--- src/rtl/padport_pkg.sv ---
package padport_pkg;

    localparam int DEF_BTN_W     = 8;
    localparam int DEF_PADS_PORT = 2;
    localparam int DEF_NUM_PORTS = 2;
    localparam int DEF_SIG_W     = 4;
    localparam int DEF_FRAME_LEN = 24;

    typedef struct packed {
        logic level;
        logic armed;
    } strobe_state_t;

    // identification code of port p: one-hot, port 0 -> 0001, port 1 -> 0010
    function automatic logic [DEF_SIG_W-1:0] port_code(input int p);
        logic [DEF_SIG_W-1:0] v;
        v = '0;
        v[p] = 1'b1;
        return v;
    endfunction

endpackage

--- src/rtl/padport_strobe_ctl.sv ---
module padport_strobe_ctl
    import padport_pkg::*;
(
    input  logic clk,
    input  logic rst_n,
    input  logic wr_en,
    input  logic wr_d0,
    output logic strobe_hi,
    output logic armed,
    output logic latch_evt
);

    strobe_state_t st_d, st_q;

    always_comb begin
        st_d      = st_q;
        latch_evt = 1'b0;
        if (wr_en) begin
            if (wr_d0) begin
                st_d.level = 1'b1;
                st_d.armed = 1'b0;
            end else if (st_q.level) begin
                st_d.level = 1'b0;
                st_d.armed = 1'b1;
                latch_evt  = 1'b1;
            end else begin
                st_d.armed = 1'b0;
            end
        end
    end

    always_ff @(posedge clk) begin
        if (!rst_n) begin
            st_q <= '0;
        end else begin
            st_q <= st_d;
        end
    end

    assign strobe_hi = st_q.level;
    assign armed     = st_q.armed;

    // a set write always leaves the pads unselected with the strobe high
    assert_set_disarms_R9: assert property (@(posedge clk) disable iff (!rst_n)
        (wr_en && wr_d0) |=> (strobe_hi && !armed));

    // a capture event leaves the pads selected with the strobe low
    assert_capture_arms_R2: assert property (@(posedge clk) disable iff (!rst_n)
        latch_evt |=> (armed && !strobe_hi));

    // a clear write with the strobe already low never selects the pads
    assert_stray_clear_R9: assert property (@(posedge clk) disable iff (!rst_n)
        (wr_en && !wr_d0 && !strobe_hi) |=> !armed);

endmodule

--- src/rtl/padport_bit_sel.sv ---
module padport_bit_sel #(
    parameter int BTN_W     = 8,
    parameter int PADS_PORT = 2,
    parameter int SIG_W     = 4,
    parameter int FRAME_LEN = 24,
    localparam int SHADOW_W = BTN_W * PADS_PORT,
    localparam int CNT_W    = $clog2(FRAME_LEN + 1),
    localparam int SH_W     = $clog2(SHADOW_W),
    localparam int SG_W     = $clog2(SIG_W)
) (
    input  logic [SHADOW_W-1:0] shadow,
    input  logic [SIG_W-1:0]    code,
    input  logic [CNT_W-1:0]    pos,
    output logic                sel_bit
);

    localparam logic [CNT_W-1:0] SIG_FIRST = CNT_W'(SHADOW_W);
    localparam logic [CNT_W-1:0] SIG_LAST  = CNT_W'(SHADOW_W + SIG_W - 1);

    logic [SH_W-1:0] sh_idx;
    logic [SG_W-1:0] sg_idx;

    always_comb begin
        sh_idx  = SH_W'(pos);
        // most significant code bit comes first
        sg_idx  = SG_W'(SIG_LAST - pos);
        sel_bit = 1'b0;
        if (pos < SIG_FIRST) begin
            sel_bit = shadow[sh_idx];
        end else if (pos <= SIG_LAST) begin
            sel_bit = code[sg_idx];
        end
    end

endmodule

--- src/rtl/padport_lane.sv ---
module padport_lane #(
    parameter int PORT_IDX  = 0,
    parameter int BTN_W     = 8,
    parameter int PADS_PORT = 2,
    parameter int NUM_PORTS = 2,
    parameter int SIG_W     = 4,
    parameter int FRAME_LEN = 24,
    localparam int SHADOW_W = BTN_W * PADS_PORT,
    localparam int ALL_W    = BTN_W * PADS_PORT * NUM_PORTS,
    localparam int CNT_W    = $clog2(FRAME_LEN + 1)
) (
    input  logic             clk,
    input  logic             rst_n,
    input  logic [ALL_W-1:0] pads_all,
    input  logic             present,
    input  logic             strobe_hi,
    input  logic             armed,
    input  logic             latch_evt,
    input  logic             rd_en,
    output logic             data_bit
);

    localparam logic [CNT_W-1:0] LAST_POS = CNT_W'(FRAME_LEN);

    typedef struct packed {
        logic [CNT_W-1:0]    cnt;
        logic [SHADOW_W-1:0] shadow;
        logic                present;
    } lane_state_t;

    lane_state_t st_d, st_q;

    logic [SHADOW_W-1:0] live;
    logic [SIG_W-1:0]    code;
    logic                sel_bit;

    for (genvar k = 0; k < PADS_PORT; k++) begin : g_gather
        assign live[k*BTN_W +: BTN_W] =
            pads_all[(PORT_IDX + NUM_PORTS*k)*BTN_W +: BTN_W];
    end

    always_comb begin
        code = '0;
        if (st_q.present) begin
            code[PORT_IDX] = 1'b1;
        end
    end

    always_comb begin
        st_d = st_q;
        if (latch_evt) begin
            st_d.cnt     = '0;
            st_d.shadow  = live;
            st_d.present = present;
        end else if (strobe_hi) begin
            st_d.cnt = '0;
        end else if (armed && rd_en && (st_q.cnt < LAST_POS)) begin
            st_d.cnt = st_q.cnt + 1'b1;
        end
    end

    always_ff @(posedge clk) begin
        if (!rst_n) begin
            st_q <= '0;
        end else begin
            st_q <= st_d;
        end
    end

    padport_bit_sel #(
        .BTN_W    (BTN_W),
        .PADS_PORT(PADS_PORT),
        .SIG_W    (SIG_W),
        .FRAME_LEN(FRAME_LEN)
    ) i_sel (
        .shadow (st_q.shadow),
        .code   (code),
        .pos    (st_q.cnt),
        .sel_bit(sel_bit)
    );

    always_comb begin
        if (strobe_hi) begin
            data_bit = live[0];
        end else if (armed) begin
            data_bit = sel_bit;
        end else begin
            data_bit = 1'b0;
        end
    end

    // the position never runs past the end of the frame
    assert_cnt_in_frame_R7: assert property (@(posedge clk) disable iff (!rst_n)
        st_q.cnt <= LAST_POS);

    // a capture restarts the frame
    assert_restart_R2: assert property (@(posedge clk) disable iff (!rst_n)
        latch_evt |=> (st_q.cnt == '0));

    // a held strobe keeps the frame at its first position
    assert_hold_high_R8: assert property (@(posedge clk) disable iff (!rst_n)
        strobe_hi |=> (st_q.cnt == '0));

    // unselected pads never move the frame
    assert_frozen_unarmed_R9: assert property (@(posedge clk) disable iff (!rst_n)
        (!armed && !strobe_hi && !latch_evt) |=> $stable(st_q.cnt));

    // without a read of this port its position stays put
    assert_no_read_no_step_R10: assert property (@(posedge clk) disable iff (!rst_n)
        (!rd_en && !strobe_hi && !latch_evt) |=> $stable(st_q.cnt));

    // a selected read inside the frame moves exactly one position
    assert_single_step_R3: assert property (@(posedge clk) disable iff (!rst_n)
        (rd_en && armed && !strobe_hi && !latch_evt && (st_q.cnt < LAST_POS))
        |=> (st_q.cnt == $past(st_q.cnt) + 1'b1));

    // captured pad values only change at a capture
    assert_shadow_held_R11: assert property (@(posedge clk) disable iff (!rst_n)
        !latch_evt |=> $stable(st_q.shadow));

endmodule

--- src/rtl/padport_top.sv ---
module padport_top
    import padport_pkg::*;
#(
    parameter int BTN_W     = DEF_BTN_W,
    parameter int PADS_PORT = DEF_PADS_PORT,
    parameter int NUM_PORTS = DEF_NUM_PORTS,
    parameter int SIG_W     = DEF_SIG_W,
    parameter int FRAME_LEN = DEF_FRAME_LEN,
    localparam int ALL_W    = BTN_W * PADS_PORT * NUM_PORTS
) (
    input  logic                 clk,
    input  logic                 rst_n,
    input  logic                 wr_en,
    input  logic                 wr_d0,
    input  logic [NUM_PORTS-1:0] rd_en,
    input  logic [ALL_W-1:0]     pad_buttons,
    input  logic [NUM_PORTS-1:0] pad_present,
    output logic [NUM_PORTS-1:0] port_bit
);

    logic strobe_hi;
    logic armed;
    logic latch_evt;

    padport_strobe_ctl i_strobe (
        .clk      (clk),
        .rst_n    (rst_n),
        .wr_en    (wr_en),
        .wr_d0    (wr_d0),
        .strobe_hi(strobe_hi),
        .armed    (armed),
        .latch_evt(latch_evt)
    );

    for (genvar p = 0; p < NUM_PORTS; p++) begin : g_port
        padport_lane #(
            .PORT_IDX (p),
            .BTN_W    (BTN_W),
            .PADS_PORT(PADS_PORT),
            .NUM_PORTS(NUM_PORTS),
            .SIG_W    (SIG_W),
            .FRAME_LEN(FRAME_LEN)
        ) i_lane (
            .clk      (clk),
            .rst_n    (rst_n),
            .pads_all (pad_buttons),
            .present  (pad_present[p]),
            .strobe_hi(strobe_hi),
            .armed    (armed),
            .latch_evt(latch_evt),
            .rd_en    (rd_en[p]),
            .data_bit (port_bit[p])
        );
    end

    // unselected pads with the strobe low present nothing on any port
    assert_quiet_unarmed_R1: assert property (@(posedge clk) disable iff (!rst_n)
        (!strobe_hi && !armed) |-> (port_bit == '0));

endmodule

--- config.mk ---
export PLATFORM = sky130hd
export DESIGN_NAME = padport_top
export DESIGN_NICKNAME = d
export VERILOG_FILES = /design/src/rtl/padport_pkg.sv /design/src/rtl/padport_strobe_ctl.sv /design/src/rtl/padport_bit_sel.sv /design/src/rtl/padport_lane.sv /design/src/rtl/padport_top.sv
export SDC_FILE = /design/constraint.sdc
export NUM_CORES = 1
export LEC_CHECK = 0
export ABC_AREA = 0
export BUFFER_PORTS_ARGS = -buffer_cell sky130_fd_sc_hd__buf_2
export CAP_MARGIN = 20
export CORE_MARGIN = 4
export CORE_UTILIZATION = 49
export DETAILED_ROUTE_END_ITERATION = 10
export PLACE_DENSITY_LB_ADDON = 0.15
export SYNTH_ARGS = -nofsm -noshare
export SYNTH_HDL_FRONTEND = slang
export SYNTH_SLANG_ARGS = --single-unit
--- constraint.sdc ---
create_clock -name clk -period 2.05 [get_ports clk]
set_clock_uncertainty 0.15 [all_clocks]
set_input_delay 0.1025 -clock clk [delete_from_list [all_inputs] [get_ports clk]]
set_output_delay 0.1025 -clock clk [all_outputs]
set_load 0.01 [all_outputs]
==> results by group <==
Synth
  • Synth area leader: dfxtp_1
  • Share of the synthesized area in the top cell type: 0.4412
  • Synth Flop Type: dfxtp_1
  • Netlist cell types: 27
  • Net count after synthesis: 278
  • #FFs+latches synth: 46
  • Seq/Total Area, Yosys: 0.4412
  • YS warnings: 0
  • Syn avg cell area: roughly 9 µm²
  • Number of synthesized flops with an enable pin: 0
  • Most numerous cell in the Yosys netlist: nand2_1
  • Post-synth ARST share: 0
  • Mapped Cells: 236
  • Mapped Area: between 2000 and 2500 µm²
  • Top cells by count, synth: nand2_1 (72), dfxtp_1 (46), a21boi_0 (35)
  • Dominant cells by area after synthesis: dfxtp_1 (44%), nand2_1 (13%), a21boi_0 (13%)

Clock tree
  • CTS clk-pin slew, worst paths: roughly 0.080 ns
  • # clock sinks: 46
  • Clk_lat worst skew: just under 0.3 ns
  • Clk buf depth: 2
  • CTS tree: done
  • Htree depth: 2
  • Total CTS buffers: 5
  • Clock root buffer: clkbuf_8

GRT
  • Initial antenna violation count: 0
  • Busiest grt layer: met2
  • Vias in the first global route: about 1,800
  • Met1 Use GR: 0.2785
  • Met3 usage: 0.05198
  • Grt total ovfl: 0
  • GRT Resource Usage Total: 0.1936
  • Global-route wire length before repair: slightly above 8000 µm
  • Met2 usage: 0.2840
  • Largest net degree at the start of global routing: 36

Pwr
  • VDD IR max: roughly 370 µV
  • PD cells: slightly below 600 nW/µm²
  • Leak: between 1 and 1.5 nW
  • Total power: 1.630 mW

Setup path
  • CP Class: reg2out
  • Required time worst endpoint: 1.80 ns
  • Worst Path Max Fanout: 6
  • Crit start category: flop
  • Critical Path Sink Type: output port
  • Critical Path AT: roughly 2.0 ns

Placement
  • RePlAce Congestion: roughly 0.78
  • Pre-CTS setup slack: -0.07331 ns
  • Post-placement cell count: 314
  • # port buffers: 41
  • Area post-placement: roughly 2300 µm²
  • Post-DP HPWL: roughly 3000 µm

Routing
  • Routed WL per cell: approximately 13 µm
  • Post-Route WL: 4585 µm
  • Vias per Instance: 5.056
  • Vias: 1,820
  • Initial DRC count: 112
  • 1st-pass router iterations: 5
  • Antenna Nets Post-Route: 0
  • # DRC: 0

Status
  • Failing checks: setup timing
  • Status: finished with violations

Floorplan
  • Die Wd: about 73 µm
  • Core area: approximately 4100 µm²
  • Die height: 73.26 µm
  • Starting density of the core: 0.5143
  • Rows: 23
  • IO Pins: 42
  • Die area: ~5400 µm²

Timing
  • Max Fclk: roughly 440 MHz
  • Setup Viol. Count Final: 1
  • Max-slew violation count: 0
  • Rel. slew slack: 0.7468
  • Period utilization: 1.105
  • Worst Max-Slew Pin Slew: 0.3775 ns
  • RSZ-0062 raised after global routing: true
  • Hold Fails Final Rpt: 0
  • Post-layout min period: 2.266 ns
  • Setup WS post-layout: -0.2162 ns
  • Minimum hold slack: around 0.036 ns

Final layout
  • Final std cells w/o fill: 360
  • Final Cell Area: 2803 µm²
  • Area delta synth->final: 34.29%
  • Layout Nets: roughly 350
  • Antenna Cells: 0
  • Proportion of layout cells with a drive suffix above 1: 0.2194

Min path
  • HP Class: in2reg

Run
  • Max-Cap Viols: 0
[routing by layer]
metal  vias to the layer above  wire length [µm]
met1                       829              2271
met4                         0                55
met3                         6               196
met5                         -                 0
li1                        948                 -
met2                        37              2061
[path summary, 6_finish.rpt]
kind / start / end / slack [ns] / cells after the start
setup / recovery: g_port[0].i_lane.st_q[18] / port_bit[0] / -0.22 / 5
setup reg to reg: g_port[0].i_lane.st_q[18] / g_port[0].i_lane.st_q[19] / 0.47 / 6
hold / removal: rst_n / g_port[1].i_lane.st_q[0] / 0.04 / 2
hold reg to reg: g_port[0].i_lane.st_q[8] / g_port[0].i_lane.st_q[8] / 0.31 / 2
[kinds of logic after synthesis]
group,Yosys count,share of synthesized area
buf+inv,22,0.04376
fa+ha+maj,2,0.01199
compound gates,51,0.1751
simple gates,97,0.1954
flops,46,0.4412
xor+xnor,4,0.01678
mux,14,0.1157
[repair_timing]
item	CTS	global route
gates resized for setup	5	2
buffers inserted	0	1
hold buffers	37	0
endpoints found under the hold margin	36	0
pin swaps	1	0
setup endpoints to repair	2	2
[cell usage in the layout (no fill, tap or decap)]
cell	Yosys	layout
nand2_1	72	72
dfxtp_1	46	42
buf_2	1	41
dlygate4sd3_1	0	37
a21boi_0	35	35
nor2_1	10	10
mux4_2	8	8
buf_4	2	7
a21oi_1	6	6
clkbuf_8	0	6
mux2i_1	5	5
xnor2_1	4	4
nand3_1	3	3
nand3b_1	3	3
inv_1	3	3
a31oi_1	3	3
nor2b_1	2	2
o211ai_1	2	2
nand2b_1	2	2
a211oi_1	2	2
o31ai_1	2	2
or3_1	2	2
ha_1	2	2
dfxtp_4	0	2
dfxtp_2	0	2
nand4_1	1	1
mux2_4	0	1
a311oi_1	1	1
and4b_1	1	1
and3b_1	1	1
clkinv_2	0	1
clkbuf_1	16	1
[worst max-delay path, cell delays in order (launching register included)]
cell      delay (ns)
dfxtp_4         0.41
mux4_2          0.51
mux4_2          0.48
nand3b_1        0.10
o211ai_1        0.08
buf_2           0.14
[cell type report]
cell class,count,area (µm²)
well taps,50,62.56
multi-input cells,168,1079
clock inverters,1,5.005
flip-flops and latches,46,930.9
repair buffers,85,628.1
clock buffers,7,86.33
fillers,338,1255
inverters,3,11.26
[state kept, by name, indices dropped and copies added, names as in the netlist]
name                count
g_port.i_lane.st_q     44
i_strobe.armed          1
i_strobe.strobe_hi      1
[power by group]
part	total (mW)	switching [mW]	internal, mW
combinational	0.158	0.0566	0.101
clock	0.559	0.287	0.272
sequential	0.913	0.00909	0.903
total	1.63	0.353	1.28
[per-stage QoR]
| step | utilization | setup TNS [ns] |
|---|---|---|
| 2_1_floorplan | - | 0 |
| 3_3_place_gp | 0.5717 | -0.01065 |
| 3_5_place_dp | 0.5717 | -0.07331 |
| 4_1_cts | 0.6876 | -0.2371 |
| 5_1_grt | 0.6907 | -0.3117 |
| 6_report | 0.6907 | -0.2162 |
Note: power is estimated with default switching activity, not from simulation.
